### config.mk
export PLATFORM = sky130hd
export DESIGN_NAME = acc_cpu
export DESIGN_NICKNAME = d
export VERILOG_FILES = /design/src/rtl/acc_pkg.sv /design/src/rtl/acc_alu.sv /design/src/rtl/acc_ctrl.sv /design/src/rtl/acc_cpu.sv
export SDC_FILE = /design/constraint.sdc
export NUM_CORES = 1
export LEC_CHECK = 0
export ABC_AREA = 1
export CAP_MARGIN = 20
export CORE_ASPECT_RATIO = 0.9
export CORE_MARGIN = 5
export CORE_UTILIZATION = 47
export DETAILED_ROUTE_END_ITERATION = 12
export GPL_TIMING_DRIVEN = 0
export PLACE_DENSITY = 0.78
export SYNTH_ARGS = -nofsm -noshare
export SYNTH_HDL_FRONTEND = slang
export SYNTH_SLANG_ARGS = --single-unit
export TNS_END_PERCENT = 30
### constraint.sdc
create_clock -name clk -period 3.1 [get_ports clk]
set_input_delay 0.775 -clock clk [delete_from_list [all_inputs] [get_ports clk]]
set_output_delay 0.775 -clock clk [all_outputs]
set_load 0.05 [all_outputs]
### src/rtl/acc_pkg.sv
package acc_pkg;
  localparam int OP_W = 4;

  typedef enum logic [OP_W-1:0] {
    OP_HALT  = 4'b0000,
    OP_ADD   = 4'b0001,
    OP_LOAD  = 4'b0010,
    OP_STORE = 4'b0011,
    OP_SUB   = 4'b0100,
    OP_BRZ   = 4'b0101,
    OP_BRA   = 4'b0110
  } op_e;

  typedef enum logic [2:0] {
    ST_FETCH,
    ST_DECODE,
    ST_READ,
    ST_EXEC,
    ST_HALT
  } state_e;
endpackage

### src/rtl/acc_alu.sv
module acc_alu
  import acc_pkg::*;
#(
  parameter int DATA_W = 16
) (
  input  logic [OP_W-1:0]   op,
  input  logic [DATA_W-1:0] acc,
  input  logic [DATA_W-1:0] operand,
  output logic [DATA_W-1:0] result,
  output logic              upd
);
  always_comb begin
    result = acc;
    upd    = 1'b1;
    case (op)
      OP_LOAD: result = operand;
      OP_ADD:  result = acc + operand;
      OP_SUB:  result = acc - operand;
      default: upd    = 1'b0;
    endcase
  end
endmodule

### src/rtl/acc_ctrl.sv
module acc_ctrl
  import acc_pkg::*;
(
  input  logic            clk,
  input  logic            rst,
  input  logic [OP_W-1:0] dec_op,
  input  logic            zero_flag,
  output state_e          st,
  output logic            branch_go,
  output logic            need_read,
  output logic            is_store,
  output logic            is_halt
);
  state_e st_nxt;

  always_comb begin
    branch_go = (dec_op == OP_BRA) || ((dec_op == OP_BRZ) && zero_flag);
    need_read = (dec_op == OP_LOAD) || (dec_op == OP_ADD) || (dec_op == OP_SUB);
    is_store  = (dec_op == OP_STORE);
    is_halt   = (dec_op == OP_HALT);
  end

  always_comb begin
    st_nxt = st;
    case (st)
      ST_FETCH:  st_nxt = ST_DECODE;
      ST_DECODE: begin
        if (is_halt)        st_nxt = ST_HALT;
        else if (branch_go) st_nxt = ST_FETCH;
        else if (need_read) st_nxt = ST_READ;
        else                st_nxt = ST_EXEC;
      end
      ST_READ:   st_nxt = ST_EXEC;
      ST_EXEC:   st_nxt = ST_FETCH;
      default:   st_nxt = ST_HALT;
    endcase
  end

  always_ff @(posedge clk) begin
    if (rst) st <= ST_FETCH;
    else     st <= st_nxt;
  end
endmodule

### src/rtl/acc_cpu.sv
module acc_cpu
  import acc_pkg::*;
#(
  parameter int                DATA_W     = 16,
  parameter int                ADDR_W     = 12,
  parameter logic [ADDR_W-1:0] START_ADDR = 12'h100
) (
  input  logic              clk,
  input  logic              rst,
  output logic [ADDR_W-1:0] mem_addr,
  output logic [DATA_W-1:0] mem_wdata,
  output logic              mem_we,
  input  logic [DATA_W-1:0] mem_rdata,
  output logic              halted
);
  localparam int                OP_MSB  = DATA_W - 1;
  localparam logic [ADDR_W-1:0] PC_STEP = 1;

  logic [ADDR_W-1:0] pc_q;
  logic [DATA_W-1:0] acc_q;
  logic [DATA_W-1:0] ir_q;
  logic              zero_q;

  state_e            st;
  logic              branch_go, need_read, is_store, is_halt;
  logic [OP_W-1:0]   dec_op;
  logic [ADDR_W-1:0] dec_tgt;
  logic [DATA_W-1:0] alu_res;
  logic              alu_upd;

  assign dec_op  = mem_rdata[OP_MSB -: OP_W];
  assign dec_tgt = mem_rdata[ADDR_W-1:0];

  acc_ctrl u_ctrl (
    .clk       (clk),
    .rst       (rst),
    .dec_op    (dec_op),
    .zero_flag (zero_q),
    .st        (st),
    .branch_go (branch_go),
    .need_read (need_read),
    .is_store  (is_store),
    .is_halt   (is_halt)
  );

  acc_alu #(.DATA_W(DATA_W)) u_alu (
    .op      (ir_q[OP_MSB -: OP_W]),
    .acc     (acc_q),
    .operand (mem_rdata),
    .result  (alu_res),
    .upd     (alu_upd)
  );

  always_ff @(posedge clk) begin
    if (rst) begin
      pc_q      <= START_ADDR;
      mem_addr  <= START_ADDR;
      acc_q     <= '0;
      zero_q    <= 1'b0;
      ir_q      <= '0;
      mem_wdata <= '0;
      mem_we    <= 1'b0;
      halted    <= 1'b0;
    end else begin
      mem_we <= 1'b0;
      case (st)
        ST_DECODE: begin
          ir_q <= mem_rdata;
          if (is_halt) begin
            halted <= 1'b1;
          end else if (branch_go) begin
            pc_q     <= dec_tgt;
            mem_addr <= dec_tgt;
          end else if (need_read) begin
            mem_addr <= dec_tgt;
          end else if (is_store) begin
            mem_addr  <= dec_tgt;
            mem_wdata <= acc_q;
            mem_we    <= 1'b1;
          end
        end
        ST_EXEC: begin
          if (alu_upd) begin
            acc_q  <= alu_res;
            zero_q <= (alu_res == '0);
          end
          pc_q     <= pc_q + PC_STEP;
          mem_addr <= pc_q + PC_STEP;
        end
        default: ;
      endcase
    end
  end
endmodule

* After elaboration in Yosys (flattened, before gate mapping)
Cells that the tools add are included.
** Word-level totals
- Output and inout bits :: 30
- Flip-flop bits (word level) :: 78
- Input bits :: 18
** Operators by class
- Mux-type cells :: 15
- Bitwise operators :: 4
- Add/subtract/negate cells :: 3
- Eq/ne operators :: 15
- Reductions and logical operators :: 15
** Operators with widths (count)
- $mux W12 :: 6
- $pmux W12 S2 :: 2
- $pmux W16 S3 :: 1
- $add A16 B16 Y16 :: 1
- $eq A4 B3 Y1 const B :: 4
- $logic_not A16 Y1 :: 1
- $sub A16 B16 Y16 :: 1
- $add A12 B1 Y12 const B :: 1
- $eq A4 B2 Y1 const B :: 3
- $pmux W3 S4 :: 1
- $eq A4 B1 Y1 const B :: 2
- $eq A3 B2 Y1 const B :: 2
- $mux W3 :: 2
- $reduce_and A3 Y1 :: 2
- $reduce_and A5 Y1 :: 1
- $reduce_or A5 Y1 :: 1
- $logic_not A4 Y1 :: 1
- $ne A2 B2 Y1 const B :: 2
- $ne A4 B4 Y1 const B :: 1
- $not A1 Y1 :: 4
- $reduce_and A2 Y1 :: 2
- $eq A3 B1 Y1 const B :: 1
- $logic_not A3 Y1 :: 1
- $logic_or A1 B1 Y1 :: 3
- 4 further kinds :: 6

* Depth between registers and ports, before layout
Gate-level depths: netlist (run 1).
- Depth in word-level cells :: 7
- Gate-level depth with buffers :: 23

* Cells and area by module
Synthesis (run 1) repeated with hierarchy kept, for this count alone.
** Second synthesis, totals
- Cell total of the unflattened synthesis :: 715
- Area, all modules :: 4548.1 um2
** Modules (own cells, without submodules)
- acc_cpu :: times used 1, area each 2772.7 um2, cells an instance 389
- acc_alu :: times used 1, area each 1575.3 um2, cells an instance 290
- acc_ctrl :: times used 1, area each 200.2 um2, cells an instance 36

* Worst setup path before layout (run 1)
No wires, ideal clock.
- Path kind :: input to register
- Start point :: input port mem_rdata[1]
- End point :: register zero_q
- Buffers on the path :: 0
- Arrival :: 3057 ps
- Library setup time :: 67 ps
- Cell stages on the path :: 21
- Setup slack :: -25 ps
- Path through :: inv_1 -> ha_1 -> inv_1 -> nor3_1 -> nand4_1 -> nand2_1 -> o21ai_0 -> xor2_1 -> inv_1 -> ha_1 -> nand2_1 -> nor2_1 -> and2_1 -> nand2_1 -> a21oi_1 -> nor2_1 -> nor2_2 -> nand3_1 -> nor2_1 -> nand2_1 -> a21oi_2
** Between the ends
- Cells in the longest elaborated chain, start to end :: 3
- Elaborated cells on any way between the ends :: 4
- Those cells by class :: add/sub: 2; mux: 1; reduce/logical: 1
** RTL lines
- start: declaration :: RTL line acc_cpu.sv:13 : input logic [DATA_W-1:0] mem_rdata,
- $sub A16 B16 Y16 / $add A16 B16 Y16 (equally long branches) :: RTL line acc_alu.sv:18, acc_alu.sv:17
- $pmux W16 S3 * :: RTL line acc_alu.sv:15 : case (op)
- $logic_not A16 Y1 * :: RTL line acc_cpu.sv:85 : zero_q <= (alu_res == '0);
- end signal: assignment :: RTL line acc_cpu.sv:85
- end: declaration :: RTL line acc_cpu.sv:22 : logic zero_q;
Mark *: on every way between the ends. The rest lies on a longest branch, timed or not.
A chain may end at the register's enable or synchronous reset.

* Final worst setup path (run 1)
- Start point :: input port mem_rdata[10]
- End point :: register zero_q
Same word-level chain as after synthesis.

==> results of run 1 <==
==> layout make-up <==
class / instances / area share, %
Buffer: 21 / 2.090
Inverter: 122 / 8.229
Multi-Input combinational cell: 494 / 50.03
Clock buffer: 9 / 2.178
Clock inverter: 7 / 1.650
Timing Repair Buffer: 58 / 9.901
Tap cell: 122 / 2.684
Sequential cell: 66 / 23.23
==> sequential cells by signal, summed over array words and instances (netlist names) <==
signal,flops
zero_q,1
ir_q,4
acc_q,16
mem_we,1
mem_addr,12
mem_wdata,16
halted,1
u_ctrl.st,3
pc_q,12
==> cell families after synthesis <==
family          after synthesis  share of synthesized area (%)
simple gates                310                          30.75
compound gates              146                          18.15
buf+inv                     143                          12.74
flops                        66                          29.31
xor+xnor                     20                          3.886
fa+ha+maj                    18                          5.162
==> per-stage QoR <==
step           hold WS [ns]  TNS (ns)  util (%)  setup slack [ns]
2_1_floorplan        0.4555         0         -           0.05138
3_3_place_gp         0.4402    -6.727     55.42            -1.057
3_5_place_dp         0.4478    -7.440     55.42            -1.089
4_1_cts              0.4592  -0.01275     60.52          -0.01275
5_1_grt              0.4880   -0.4579     61.49           -0.2265
6_report             0.4559  -0.06085     61.49          -0.06085
==> worst paths after layout <==
path | start | to | slack, ns | cells past startpoint
setup / recovery | mem_rdata[10] | zero_q$_SDFFE_PP0P_ | -0.06 | 18
hold / removal | halted$_SDFFE_PP0P_ | halted$_SDFFE_PP0P_ | 0.46 | 2
setup reg to reg | ir_q[13]$_SDFFE_PP0P_ | zero_q$_SDFFE_PP0P_ | 0.03 | 19
hold reg to reg | halted$_SDFFE_PP0P_ | halted$_SDFFE_PP0P_ | 0.46 | 2
==> worst max-delay path: stages <==
cell and delay (ns):
dlygate4sd2_1 0.27, inv_2 0.10, nand2_1 0.07, nor3_1 0.34
o21ai_4 0.10, a21oi_2 0.15, xor2_1 0.20, ha_1 0.29
a21o_1 0.20, nor2_1 0.13, o21ai_1 0.10, a21oi_2 0.16
nand3_1 0.12, nand3_2 0.09, nand2_2 0.05, nor2_1 0.09
nand2_1 0.08, a21oi_2 0.13
==> routing by layer <==
metal | global-route usage [%] | vias to the layer above
met5 | 0 | -
met4 | 7.579 | 0
met3 | 5.223 | 37
met2 | 37.89 | 250
met1 | 32.35 | 2218
li1 | - | 2408
==> cell usage after synthesis (2+ instances only) <==
library cell  number  area [um2]
nand2_1          146       548.0
inv_1            115       431.7
nor2_1            77       289.0
dfxtp_1           66        1321
o21ai_0           57       285.3
a21oi_1           52       260.3
nand3_1           41       205.2
xor2_1            19       166.4
ha_1              17       212.7
o22ai_1           10       62.56
clkbuf_1           9       33.78
nand4_1            9       56.30
nor3_1             8       40.04
inv_2              7       26.28
buf_2              6       30.03
o211ai_1           6       45.04
nand2_2            5       31.28
nor2_2             5       31.28
buf_6              4       45.04
nand2_4            4       45.04
nand3b_1           4       30.03
nor2_4             4       45.04
o21ai_1            4       20.02
a211oi_1           3       22.52
a211oi_2           3       37.54
nand3_2            3       30.03
o31ai_1            3       22.52
a21oi_2            2       17.52
a31oi_1            2       12.51
buf_1              2       7.510
==> power breakdown <==
part / internal, uW / switching [uW] / total, uW
Sequential: 899 / 40.9 / 940
Combinational: 300 / 571 / 871
Clock: 451 / 375 / 826
==> repair_timing <==
item,4_1_cts,5_1_grt
setup buffers,9,3
endpoints found under the setup margin,10,4
gates resized for setup,102,14
pin swaps,30,20
endpoints found under the hold margin,0,0
==> impl_results.md, run 1 <==
- DP Area: slightly above 0.005 mm2
- Syn. warnings: 0
- Tightest Pin Transition: 0.7085 ns
- WP data required: 3.39 ns
- Longest Clk Path Bufs: 2
- Routed length on met2: roughly 6300 um
- Placed cells: 871
- Max-cap violation count: 0
- Drt pass-1 iters: 6
- Post-synthesis average cell area: 6.413 um2
- WP data arrival: ~3.5 ns
- RSZ-0062 raised after global routing: true
- Global-route wire length before repair: 21910 um
- Full die area: 0.01165 mm2
- Top FF cell, synth: dfxtp_1
- P&R area growth vs syn: 26.14%
- Critical path class: input pin to flop
- Met3 wire len: 1257 um
- Clock Sinks: 66
- CTS tree: done
- Leading cell type in the layout, fill and taps excluded: nand2_1
- Layout Cells excl Fill: ~900
- Mapped Area: 0.004508 mm2
- Inserted Clock Buffers: 9
- Post-synth ARST share: 0%
- Max-slew headroom at the worst pin: 52.76%
- IO Pins: 48
- Final GP Congestion: 0.9518
- Fillers: 864
- CTS Root Buffer Type: clkbuf_8
- Initial antenna violation count: 0
- Final setup viols: 1
- I/O Buffers: 46
- Tcrit/Tclk final: 102.0%
- Max FO, Critical Path: 4
- Hold Fails Final Rpt: 0
- Area of the multi-input gates: 0.002845 mm2
- Final instance area: 0.005687 mm2
- Netlist cell types: 40
- Clock latency on the worst-skew pair: between 0.3 and 0.4 ns
- Dpl hpwl: ~10000 um
- Routed length per instance: 15.80 um
- GRT Overall Usage: about a quarter
- Die Y: 102.9 um
- Maximum vdd drop: 258.5 uV
- N_diodes: 0
- FMAX: about 320 MHz
- Post-detailed-routing wire length: ~14000 um
- Worst-path clk slew: around 0.080 ns
- Max Slew Vio Count: 0
- Core Box Area: 0.009249 mm2
- Share of cells above drive strength 1: 15.96%
- Vias in the first global route: 4475
- CP startpoint kind: input pin
- Tot Pwr: 2637 uW
- EDFF count, synth: 0
- Largest net degree at the start of global routing: 13
- Run status: finished, violations left
- Hold_buf cts: 0
- Initial core utilization: 48.74%
- # H-tree levels: 3
- DRT antenna net count: 0
- Site Rows: 33
- Vias per inst: roughly 5.5
- Met1 WL: just over 6000 um
- Initial drt markers: 469
- Grt total ovfl: 0
- Hold Crit Class: flop to flop
- Critical Path End Type: flop
- Highest metal used: met4
- Yosys reg bits: 66
- Skew final: 0.009167 ns
- Reg area: 0.001321 mm2
- Pwr dens: 463.7 mW/mm2
- Violated checks: setup timing
- Chip width: 113.2 um
- Tmin final: 3.161 ns
- Nets: 808
- Leakage: 0.002676 uW
- Cells after synthesis: 703
- Share of the yosys chip area belonging to registers: 29.31%
- Commonest cells after routing, fill and taps aside: 138 x nand2_1, 108 x inv_1, 70 x nor2_1, 66 x dfxtp_1, 54 x o21ai_0
- Post-synth net total: around 740
- Residual DRC: 0
- Final setup margin: -0.06085 ns
- Via count: 4913
Power figures use the tool's default switching activity.
==> run 2, diff against run 1 <==
Settings changed: MAX_ROUTING_LAYER set to met4, PLACE_DENSITY 0.78 to 0.75.
Clock period 3.1 ns to 3.7 ns, I/O delays scaled along.
==> impl_results.md, run 2 (same netlist as run 1, synthesis figures left out) <==
- Max-cap violation count: 0 (unchanged)
- Site Rows: 33 (unchanged)
- I/O Buffers: 46 (unchanged)
- Grt total ovfl: 0 (unchanged)
- CTS Root Buffer Type: clkbuf_8
- Max-slew headroom at the worst pin: 54.25% (+1.5 points)
- Vias in the first global route: 4412 (-1.4%)
- CTS tree: done
- Post-detailed-routing wire length: 13870 um (-2.4%)
- Run status: finished, final reports clean
- Chip width: 113.2 um (unchanged)
- Commonest cells after routing, fill and taps aside: 143 x nand2_1, 112 x inv_1, 75 x nor2_1, 66 x dfxtp_1, 55 x o21ai_0
- FMAX: 277.2 MHz
- Reg2Reg Depth: 18 (-1)
- P&R area growth vs syn: 21.51%
- Via count: 4859 (-1.1%)
- # H-tree levels: 3 (unchanged)
- Share of total power in combinational logic: 33.7% (+0.7 points)
- Final instance area: 0.005478 mm2 (-3.7%)
- Reg area: 0.001321 mm2 (unchanged)
- Clk pwr share: 27.8% (-3.5 points)
- CP startpoint kind: input pin
- Fillers: 869 (+0.58%)
- Core Box Area: 0.009249 mm2 (unchanged)
- N_diodes: 0 (unchanged)
- Largest net degree at the start of global routing: 14 (+1)
- Max FO, Critical Path: 5 (+1)
- Worst hold stages: 2 (unchanged)
- Flop-to-flop setup slack: 0.54 ns (+0.51 ns)
- Full die area: 0.01165 mm2 (unchanged)
- Share of cells above drive strength 1: 11.80% (-4.2 points)
- WP data arrival: 3.90 ns (+0.45 ns)
- Nets: 802 (-0.74%)
- Tmin final: 3.607 ns
- DRT antenna net count: 0 (unchanged)
- WP data required: 3.99 ns (+0.60 ns)
- GRT Overall Usage: 24.11% (+0.33 points)
- Area of the multi-input gates: 0.002754 mm2 (-3.2%)
- R2R Path Start: ir_q[13]$_SDFFE_PP0P_
- Die Y: 102.9 um (unchanged)
- Routed length per instance: 15.53 um (-1.7%)
- Top Registers: acc_q: 16 flops, mem_wdata: 16 flops
- Buf/Inv on CP: 2 (unchanged)
- Inserted Clock Buffers: 9 (unchanged)
- Critical path depth in cells: 19 (+1)
- Longest Clk Path Bufs: 2 (unchanged)
- Final setup viols: 0 (-1)
- CP max stage cell: dlygate4sd2_1
- Hold Fails Final Rpt: 0 (unchanged)
- Initial antenna violation count: 0 (unchanged)
- Critical Path End Type: flop
- Critical path class: input pin to flop
- Register share of total power: 38.4% (+2.8 points)
- Skew final: 0.005605 ns (-0.003563 ns)
- Most Frequent Cell on Critical Path: nor2_1
- Maximum vdd drop: 220.0 uV (-15%)
- Critical path's largest stage delay: 0.32 ns (-0.02 ns)
- Tcrit/Tclk final: 97.49%
- CP cell instances: dlygate4sd2_1, nor2_1, nand2_2, nor3_4, nand3_2, o31ai_4, xor2_2, inv_1, ha_4, nand2_1, nor3_1, nand2_1, a21oi_2, nor2_1, nor2_1, nand3_1, nor2_1, nand2_1, a21oi_2
- Initial drt markers: 457 (-2.6%)
- Layout Utilization: 59.23% (-2.3 points)
- RR Endpoint: zero_q$_SDFFE_PP0P_
- Leading cell type in the layout, fill and taps excluded: nand2_1
- Worst Min Path Start: halted$_SDFFE_PP0P_
- Tot Pwr: 2047 uW (-22%)
- Residual DRC: 0 (unchanged)
- Pint: 1230 uW (-25%)
- Top delay family on crit path: simple AND/OR/NAND/NOR gates
- Final GP Congestion: 0.9568 (+0.53%)
- Switching part of the total: 39.89% (+2.5 points)
- Hold path endpoint: halted$_SDFFE_PP0P_
- Dpl hpwl: 10420 um (+0.26%)
- Drt pass-1 iters: 6 (unchanged)
- Worst-path clk slew: 0.08 ns (about the same)
- Global-route wire length before repair: 21540 um (-1.7%)
- Sw power: 816.6 uW (-17%)
- Hold Crit Class: flop to flop
- Leakage: 0.002609 uW (-2.5%)
- Pwr dens: 373.7 mW/mm2 (-19%)
- Vias per inst: 5.441 (-0.43%)
- Clock latency on the worst-skew pair: 0.36 ns (about the same)
- Tightest Pin Transition: 0.6862 ns (-0.02234 ns)
- IO Pins: 48 (unchanged)
- DP Area: 0.005121 mm2 (about the same)
- Initial core utilization: 48.74% (unchanged)
- Clock Sinks: 66 (unchanged)
- Max Slew Vio Count: 0 (unchanged)
==> run 2: area by class of cell <==
class / count / area share (%)
Timing Repair Buffer: 52 / 9.091
Multi-Input combinational cell: 494 / 50.27
Buffer: 21 / 2.124
Inverter: 122 / 8.360
Tap cell: 122 / 2.787
Clock buffer: 9 / 2.261
Sequential cell: 66 / 24.12
Clock inverter: 7 / 0.9822
==> run 2: repair_timing <==
action,CTS,global route
hold buffers,0,0
pin swaps,7,9
gates resized for setup,17,21
setup buffers,5,1
setup endpoints to repair,4,4
endpoints found under the hold margin,0,0
==> run 2: tightest hold or removal path, cell delays in order (launching register included) <==
cell	delay, ns
dfxtp_1	0.32
inv_1	0.05
a21oi_1	0.05
==> run 2: worst max-delay path by stage <==
stage / from / to
CTS: mem_rdata[0] / zero_q$_SDFFE_PP0P_
detailed placement: mem_rdata[1] / zero_q$_SDFFE_PP0P_
finish: mem_rdata[2] / zero_q$_SDFFE_PP0P_
global placement: mem_rdata[0] / zero_q$_SDFFE_PP0P_
global route: mem_rdata[2] / zero_q$_SDFFE_PP0P_
floorplan: mem_rdata[1] / zero_q$_SDFFE_PP0P_
==> run 2: metal layers <==
metal / wire [um] / vias to the layer above / GRT usage, %
met4: 210 / 0 / 6.839
met2: 6260 / 207 / 38.02
met3: 1138 / 25 / 5.634
met5: 0 / - / -
li1: - / 2385 / -
met1: 6261 / 2242 / 31.15
==> run 2: power by group through the flow <==
stage	logic [uW]	clock network (uW)	registers [uW]
after CTS	664	577	786
final	691	569	787
after global routing	753	612	792
after detailed placement	655	0	802
after floorplan	401	0	869
after global placement	645	0	799
==> run 2: per-stage QoR <==
| stage | setup TNS (ns) | hold slack (ns) | setup slack [ns] | std cells |
|---|---|---|---|---|
| after floorplan | 0 | 0.4555 | 0.4252 | 703 |
| after global placement | -2.582 | 0.4416 | -0.6607 | 871 |
| after detailed placement | -2.825 | 0.4426 | -0.6692 | 871 |
| after CTS | 0 | 0.4557 | 0.06155 | 892 |
| after global routing | -0.001928 | 0.4829 | -0.001928 | 893 |
| final | 0 | 0.4539 | 0.09286 | 893 |
